**src/rtl/serint_pkg.sv**
```systemverilog
package serint_pkg;
  localparam int LVL_W     = 3;
  localparam int NUM_LINES = (1 << LVL_W) - 1;

  typedef logic [LVL_W-1:0] lvl_t;

  typedef enum logic {
    SRC_ASYNC = 1'b0,
    SRC_SYNC  = 1'b1
  } src_e;

  // A source counts only when it is pending; otherwise its level is 0.
  function automatic lvl_t eff_level(input logic req, input lvl_t lvl);
    return req ? lvl : '0;
  endfunction

  // Level L maps to line L-1; level 0 gives no line.
  function automatic logic [NUM_LINES-1:0] lvl_to_lines(input lvl_t lvl);
    logic [NUM_LINES-1:0] lines;
    lines = '0;
    for (int i = 1; i <= NUM_LINES; i++) begin
      if (lvl == lvl_t'(i)) lines[i-1] = 1'b1;
    end
    return lines;
  endfunction

  // The synchronous port wins when its level is nonzero and not lower.
  function automatic logic sync_wins(input lvl_t es, input lvl_t ea);
    return (es != '0) && (es >= ea);
  endfunction
endpackage

```
**src/rtl/serint_regs.sv**
```systemverilog
module serint_regs
  import serint_pkg::*;
#(
  parameter int DATA_W    = 16,
  parameter int VEC_W     = 8,
  parameter int SYNC_POS  = 8,
  parameter int ASYNC_POS = 0,
  parameter logic [VEC_W-1:0] VEC_RST = 8'h0F
) (
  input  logic              clk,
  input  logic              rst_n,
  input  logic              reg_addr,
  input  logic              reg_we,
  input  logic [DATA_W-1:0] reg_wdata,
  output logic [DATA_W-1:0] reg_rdata,
  output lvl_t              sync_lvl,
  output lvl_t              async_lvl,
  output logic [VEC_W-1:1]  vec_hi
);
  localparam logic ADDR_LVL = 1'b0;
  localparam logic ADDR_VEC = 1'b1;
  localparam logic [DATA_W-1:0] LVL_MASK =
    (DATA_W'((1 << LVL_W) - 1) << SYNC_POS) | (DATA_W'((1 << LVL_W) - 1) << ASYNC_POS);
  localparam logic [DATA_W-1:0] VEC_MASK = DATA_W'((1 << VEC_W) - 2);

  logic wr_lvl, wr_vec;
  assign wr_lvl = reg_we && (reg_addr == ADDR_LVL);
  assign wr_vec = reg_we && (reg_addr == ADDR_VEC);

  // Bits with no storage behind them are dropped on purpose.
  logic unused_wbits;
  assign unused_wbits = ^(reg_wdata & ~(LVL_MASK | VEC_MASK));

  always_ff @(posedge clk or negedge rst_n) begin
    if (!rst_n) begin
      sync_lvl  <= '0;
      async_lvl <= '0;
      vec_hi    <= VEC_RST[VEC_W-1:1];
    end else begin
      if (wr_lvl) begin
        sync_lvl  <= reg_wdata[SYNC_POS  +: LVL_W];
        async_lvl <= reg_wdata[ASYNC_POS +: LVL_W];
      end
      if (wr_vec) vec_hi <= reg_wdata[VEC_W-1:1];
    end
  end

  always_comb begin
    reg_rdata = '0;
    if (reg_addr == ADDR_LVL) begin
      reg_rdata[SYNC_POS  +: LVL_W] = sync_lvl;
      reg_rdata[ASYNC_POS +: LVL_W] = async_lvl;
    end else begin
      reg_rdata[VEC_W-1:1] = vec_hi;
      reg_rdata[0]         = 1'b1;
    end
  end


  vec_lsb_chk: assert property (@(posedge clk) disable iff (!rst_n)
    (reg_addr == ADDR_VEC) |-> (reg_rdata[0] && reg_rdata[DATA_W-1:VEC_W] == '0));


  lvl_hold_chk: assert property (@(posedge clk) disable iff (!rst_n)
    !wr_lvl |=> ($stable(sync_lvl) && $stable(async_lvl)));
endmodule

```
**src/rtl/serint_prio.sv**
```systemverilog
module serint_prio
  import serint_pkg::*;
(
  input  logic                 clk,
  input  logic                 rst_n,
  input  logic                 sync_req,
  input  logic                 async_req,
  input  lvl_t                 sync_lvl,
  input  lvl_t                 async_lvl,
  output lvl_t                 win_lvl,
  output src_e                 win_src,
  output logic [NUM_LINES-1:0] irq_lines
);
  lvl_t eff_s, eff_a;
  logic s_win;

  assign eff_s = eff_level(sync_req,  sync_lvl);
  assign eff_a = eff_level(async_req, async_lvl);
  assign s_win = sync_wins(eff_s, eff_a);

  always_comb begin
    if (s_win) begin
      win_src = SRC_SYNC;
      win_lvl = eff_s;
    end else begin
      win_src = SRC_ASYNC;
      win_lvl = eff_a;
    end
  end

  assign irq_lines = lvl_to_lines(win_lvl);


  irq_onehot_chk: assert property (@(posedge clk) disable iff (!rst_n)
    $onehot0(irq_lines));


  lvl_zero_chk: assert property (@(posedge clk) disable iff (!rst_n)
    (sync_lvl == '0 && async_lvl == '0) |-> (irq_lines == '0));


  tie_sync_chk: assert property (@(posedge clk) disable iff (!rst_n)
    (sync_req && async_req && sync_lvl == async_lvl && sync_lvl != '0)
      |-> (win_src == SRC_SYNC));
endmodule

```
**src/rtl/serint_ack.sv**
```systemverilog
module serint_ack
  import serint_pkg::*;
#(
  parameter int VEC_W = 8
) (
  input  logic             clk,
  input  logic             rst_n,
  input  logic             ack_valid,
  input  lvl_t             ack_level,
  input  lvl_t             win_lvl,
  input  src_e             win_src,
  input  logic [VEC_W-1:1] vec_hi,
  output logic             vec_stb,
  output logic [VEC_W-1:0] vec_out
);
  logic ack_hit;
  assign ack_hit = ack_valid && (ack_level != '0) && (ack_level == win_lvl);

  always_ff @(posedge clk or negedge rst_n) begin
    if (!rst_n) begin
      vec_stb <= 1'b0;
      vec_out <= '0;
    end else begin
      vec_stb <= ack_hit;
      vec_out <= ack_hit ? {vec_hi, win_src == SRC_SYNC} : '0;
    end
  end


  stb_cause_chk: assert property (@(posedge clk) disable iff (!rst_n)
    vec_stb |-> $past(ack_valid && ack_level != '0));


  vec_src_chk: assert property (@(posedge clk) disable iff (!rst_n)
    vec_stb |-> (vec_out[0] == $past(win_src == SRC_SYNC)));


  idle_zero_chk: assert property (@(posedge clk) disable iff (!rst_n)
    !vec_stb |-> (vec_out == '0));
endmodule

```
**src/rtl/serint_arbiter.sv**
```systemverilog
module serint_arbiter
  import serint_pkg::*;
#(
  parameter int DATA_W    = 16,
  parameter int VEC_W     = 8,
  parameter int SYNC_POS  = 8,
  parameter int ASYNC_POS = 0,
  parameter logic [VEC_W-1:0] VEC_RST = 8'h0F
) (
  input  logic                 clk,
  input  logic                 rst_n,
  input  logic                 sync_req,
  input  logic                 async_req,
  input  logic                 reg_addr,
  input  logic                 reg_we,
  input  logic [DATA_W-1:0]    reg_wdata,
  output logic [DATA_W-1:0]    reg_rdata,
  output logic [NUM_LINES-1:0] irq_lines,
  input  logic                 ack_valid,
  input  logic [LVL_W-1:0]     ack_level,
  output logic                 vec_stb,
  output logic [VEC_W-1:0]     vec_out
);
  lvl_t             sync_lvl, async_lvl, win_lvl;
  src_e             win_src;
  logic [VEC_W-1:1] vec_hi;

  serint_regs #(
    .DATA_W(DATA_W), .VEC_W(VEC_W), .SYNC_POS(SYNC_POS),
    .ASYNC_POS(ASYNC_POS), .VEC_RST(VEC_RST)
  ) regs_i (
    .clk(clk), .rst_n(rst_n), .reg_addr(reg_addr), .reg_we(reg_we),
    .reg_wdata(reg_wdata), .reg_rdata(reg_rdata),
    .sync_lvl(sync_lvl), .async_lvl(async_lvl), .vec_hi(vec_hi)
  );

  serint_prio prio_i (
    .clk(clk), .rst_n(rst_n), .sync_req(sync_req), .async_req(async_req),
    .sync_lvl(sync_lvl), .async_lvl(async_lvl),
    .win_lvl(win_lvl), .win_src(win_src), .irq_lines(irq_lines)
  );

  serint_ack #(.VEC_W(VEC_W)) ack_i (
    .clk(clk), .rst_n(rst_n), .ack_valid(ack_valid), .ack_level(ack_level),
    .win_lvl(win_lvl), .win_src(win_src), .vec_hi(vec_hi),
    .vec_stb(vec_stb), .vec_out(vec_out)
  );


  ack_keeps_irq_chk: assert property (@(posedge clk) disable iff (!rst_n)
    ($past(vec_stb == 1'b0) && vec_stb && $stable(sync_req) && $stable(async_req)
     && $stable(sync_lvl) && $stable(async_lvl)) |-> (irq_lines != '0));
endmodule

```
**config.mk**
```make
export PLATFORM = sky130hd
export DESIGN_NAME = serint_arbiter
export DESIGN_NICKNAME = d
export VERILOG_FILES = /design/src/rtl/serint_pkg.sv /design/src/rtl/serint_regs.sv /design/src/rtl/serint_prio.sv /design/src/rtl/serint_ack.sv /design/src/rtl/serint_arbiter.sv
export SDC_FILE = /design/constraint.sdc
export NUM_CORES = 1
export LEC_CHECK = 0
export BUFFER_PORTS_ARGS = -buffer_cell sky130_fd_sc_hd__buf_2
export CAP_MARGIN = 40
export CORE_UTILIZATION = 49
export CTS_BUF_LIST = sky130_fd_sc_hd__clkbuf_4 sky130_fd_sc_hd__clkbuf_8
export CTS_CLUSTER_DIAMETER = 150
export DETAILED_ROUTE_END_ITERATION = 8
export PLACE_DENSITY = 0.79
export SETUP_SLACK_MARGIN = 0.02
export SYNTH_ARGS = -nofsm -noshare
export SYNTH_HDL_FRONTEND = slang
export SYNTH_SLANG_ARGS = --single-unit
```
**constraint.sdc**
```tcl
create_clock -name clk -period 3.1 [get_ports clk]
set_clock_uncertainty 0.2 [all_clocks]
set_input_delay 0.62 -clock clk [delete_from_list [all_inputs] [get_ports clk]]
set_output_delay 0.62 -clock clk [all_outputs]
set_load 0.03 [all_outputs]
```
After elaboration in Yosys (flattened, before gate mapping)
Cells that the tools add are included.
Widths: inputs -> output; s select.
{"block": "word_totals", "elab_cells": 37, "out_inout_bits": 32, "register_bits": 22}
{"block": "classes", "order_cmp": 1, "reduce_logical": 7, "n_mux": 15, "eq_ne": 8, "bitwise": 1}
{"cell": "$mux 3", "count": 5}
{"cell": "$eq 3x3->1 const B", "count": 4}
{"cell": "$mux 1", "count": 8}
{"cell": "$mux 8", "count": 1}
{"cell": "$eq 3x2->1 const B", "count": 2}
{"cell": "$reduce_bool 3->1", "count": 2}
{"cell": "$logic_and 1x1->1", "count": 5}
{"cell": "$mux 5", "count": 1}
{"cell": "$eq 3x1->1 const B", "count": 1}
{"cell": "$eq 3x3->1", "count": 1}
{"cell": "$ge 3x3->1", "count": 1}
{"cell": "$not 1->1", "count": 1}

Longest topological paths before layout
{"block": "depth", "ltp_word": 7, "depth_mapped": 9, "mapped_depth_nobuf": 8}

Modules after synthesis
From an unflattened synthesis, not the netlist that was laid out.
{"block": "unflattened", "cells_unflattened": 114, "area_unflattened_um2": 1277.5}
{"module": "serint_regs", "n_inst": 1, "area_each_um2": 646.9, "cells_per_inst": 47, "seq_area_each_um2": 329.1}
{"module": "serint_ack", "n_inst": 1, "area_each_um2": 364.1, "cells_per_inst": 34, "seq_area_each_um2": 225.2}
{"module": "serint_prio", "n_inst": 1, "area_each_um2": 266.5, "cells_per_inst": 33, "seq_area_each_um2": 0.0}

Worst setup path before layout
OpenSTA, ideal clock, no wires.
{"block": "synth_path", "path_kind": "input -> output", "from": "input port async_req", "to": "output port irq_lines[3]", "arrival_time_ns": 2.287, "path_buffers": 1, "required_time_ns": 2.280, "cell_stages": 9, "setup_slack_ns": -0.007, "path_cell_list": "buf_6 > nand2_1 > inv_1 > ha_1 > inv_1 > a32oi_4 > o21a_4 > nand3_1 > a21oi_1"}
{"block": "synth_via", "elab_chain_len": 6}
{"item": "start, declared", "line": "serint_arbiter.sv:13", "source": "input logic async_req,"}
{"item": "$mux 3 *", "line": "serint_pkg.sv:14", "source": "return req ? lvl : '0;"}
{"item": "$ge 3x3->1", "line": "serint_pkg.sv:29", "source": "return (es != '0) && (es >= ea);"}
{"item": "$logic_and 1x1->1", "line": "serint_pkg.sv:29"}
{"item": "$mux 3 *", "line": "serint_prio.sv:22", "source": "if (s_win) begin"}
{"item": "$eq 3x3->1 *", "line": "serint_pkg.sv:22", "source": "if (lvl == lvl_t'(i)) lines[i-1] = 1'b1;"}
{"item": "$mux 1 *", "line": "serint_pkg.sv:22"}
{"item": "end, declared", "line": "serint_arbiter.sv:18", "source": "output logic [NUM_LINES-1:0] irq_lines,"}
Mark *: on every way between the ends. The rest lies on a longest branch, timed or not.

Worst setup path in the final report
Same ends and word-level chain as after synthesis.

==> impl_metrics.json <==
{
  "powerDensity_nw_per_um2": 509,
  "fin_util_pct": 66.8,
  "drt_iter0_markers": 26,
  "grt.overflow.total": 0,
  "yosysWarnings": 0,
  "syn_inst": 131,
  "multi_input_area_um2": 739,
  "vias": 1157,
  "clk_latency_ns": 0.30,
  "clock-sinks": 22,
  "ir_worst_vdd_uv": 373,
  "cp.arrival_ns": 2.11,
  "grt_pass1_vias": 1018,
  "grt_max_degree": 23,
  "antenna_found_initial": 0,
  "grt_setup_unrepaired": "no",
  "ys_async_sr_fraction_pct": 100,
  "cts_root_buf": "clkbuf_4",
  "ys_ff_latch": 22,
  "slew_headroom_pct": 63.5,
  "fin_cells": 214,
  "setup_slack_ns": 0.168,
  "layout_min_cycle_time_ns": 2.93,
  "synth_common_cells": "dfrtp_1 (19), mux2_2 (14), inv_1 (11), nor2_1 (11), a221oi_1 (7)",
  "port_buffers": 47,
  "cp-start-kind": "input port",
  "cp-end-kind": "output pin",
  "post-place-ws_ns": 0.147,
  "regArea_um2": 554,
  "syn2layout_area_growth_pct": 24.3,
  "synth_flop_cell": "dfrtp_1",
  "grt.total_usage_pct": 20.7,
  "io_pins": 58,
  "syn_area_per_cell_um2": 10.5,
  "cp.required_ns": 2.28,
  "path_class": "in2out",
  "initial_core_util_pct": 53.8,
  "dp_hpwl_mm": 2.24,
  "cts_max_level": 1,
  "synth.top_cell.area_share_pct": 34.5,
  "yosysSeqAreaShare_pct": 40.2,
  "cts_buffers": 3,
  "core_um2": 2570,
  "drc": 0,
  "hold_violations": 0,
  "grt_pass1_wl_mm": 4.42,
  "finalSetupTns_ns": 0,
  "clkTransAtPathRegs_ns": 0.12,
  "rows": 18,
  "drv_cap": 0,
  "slew_viol_final": 0,
  "nets": 212,
  "ant_nets": 0,
  "finalSetupViolations": 0,
  "vias_per_cell": 5.41,
  "post-place-cells": 207,
  "cts_tree": "yes",
  "holdBufCountCts": 0,
  "design_area_um2": 1720,
  "die_x_um": 55.1,
  "post-route-period-util_pct": 94.6,
  "drive_gt1_share_pct": 47.8,
  "fmax_ghz": 0.341,
  "avgRoutedWirePerCell_um": 13.6,
  "die_h_um": 55.1,
  "synth.distinct_cells": 40,
  "yosysTopAreaCell": "dfrtp_1",
  "num-fill-cells": 222,
  "wl_mm": 2.90,
  "place_area_um2": 1630,
  "synth_most_common_cell": "dfrtp_1",
  "power_leakage_nw": 0.868,
  "synth_edf_count": 0,
  "synthesis.area_um2": 1380,
  "status": "complete, no violations",
  "holdCritPathClass": "in2async",
  "gp_congestion": 0.879,
  "synth_area_leaders": "dfrtp_1 (34%), mux2_2 (11%), dfstp_2 (5.7%)",
  "worstMarginPinSlew_ns": 0.545,
  "cts.path.max_buffers": 2,
  "critPathMaxFanout": 5,
  "dr.pass1.iters": 4,
  "antenna_cells": 0,
  "design.die.area_um2": 3030
}
metrics by stage:
step | power (mW) | hold slack [ns]
floorplan | 0.577 | 0.124
global placement | 0.642 | 0.281
detailed placement | 0.654 | 0.294
CTS | 0.869 | 0.0481
global route | 0.923 | 0.0487
finish | 0.873 | 0.0441
worst paths after layout:
path | from | end | slack, ns | depth (start not counted)
worst min register to register | regs_i.vec_hi[1] | ack_i.vec_out[1] | 0.30 | 2
worst max register to register | regs_i.async_lvl[0] | ack_i.vec_out[4] | 0.75 | 9
worst max-delay path | async_req | irq_lines[3] | 0.17 | 10
worst min-delay path | rst_n | ack_i.vec_out[0] | 0.04 | 1
max in group asynchronous | rst_n | regs_i.vec_hi[2] | 2.30 | 1
min in group clk | regs_i.vec_hi[1] | ack_i.vec_out[1] | 0.30 | 2
layout make-up:
class / instances / share of cell area [%]
clock buffer: 3 / 1.31
multi-input combinational: 93 / 43.1
inverter: 11 / 2.41
tap: 30 / 2.19
sequential: 22 / 32.3
timing repair buffer: 54 / 16.9
clock inverter: 1 / 1.75
placed cells by master (no fill, tap or decap), types with 2 or more instances in the layout:
master    netlist  layout
a21oi_1         4       3
a221oi_1        7       7
and2_1          5       5
buf_2           0      46
buf_4           5       8
clkbuf_4        0       3
conb_1          1       5
dfrtp_1        19      19
dfstp_2         3       3
inv_1          11      10
mux2_2         14      14
mux2i_1         4       3
mux2i_2         2       3
nand2_1         6       6
nand2b_1        2       2
nand3_1         3       3
nor2_1         11      11
nor2b_1         4       4
nor3_1          2       2
nor3b_1         2       2
o211ai_1        2       2
xnor2_1         2       2
registers in the layout, indices dropped and copies added, names as in the netlist:
name              flops
regs_i.vec_hi         7
regs_i.async_lvl      3
regs_i.sync_lvl       3
ack_i.vec_stb         1
ack_i.vec_out         8
per-layer routing:
metal	GRT usage, %	up-vias	routed length, um
met2	35.5	46	1470
met3	4.92	2	173
met1	26.1	547	1240
met5	0	-	0
li1	-	562	-
met4	4.58	0	10
logic make-up after synthesis:
group | share of synthesized area [%]
AND/OR/NAND/NOR | 14.6
AO/OA/AOI/OAI | 18.6
flip-flops | 40.2
multiplexers | 16.3
buffers and inverters | 7.89
XOR/XNOR | 1.27
adder cells (fa/ha/maj) | 0.906
other | 0.272
what timing repair did:
item	4_1_cts	5_1_grt
setup endpoints to repair	0	6
hold endpoints to repair	0	0
resized for setup	0	4
buffers inserted	0	3
critical path, stage by stage:
cell and delay, ns:
buf_2 0.10, nand2_1 0.07, inv_1 0.08, ha_1 0.30, inv_2 0.04, a32oi_4 0.26, o21a_4 0.21, nand3_1 0.10
a21oi_2 0.12, buf_2 0.20
report_power, final:
group	internal [mW]	switching [mW]
clock network	0.131	0.0825
registers	0.320	0.0313
logic	0.122	0.186
total	0.573	0.300
No activity file was read; power rests on OpenSTA's default activity.
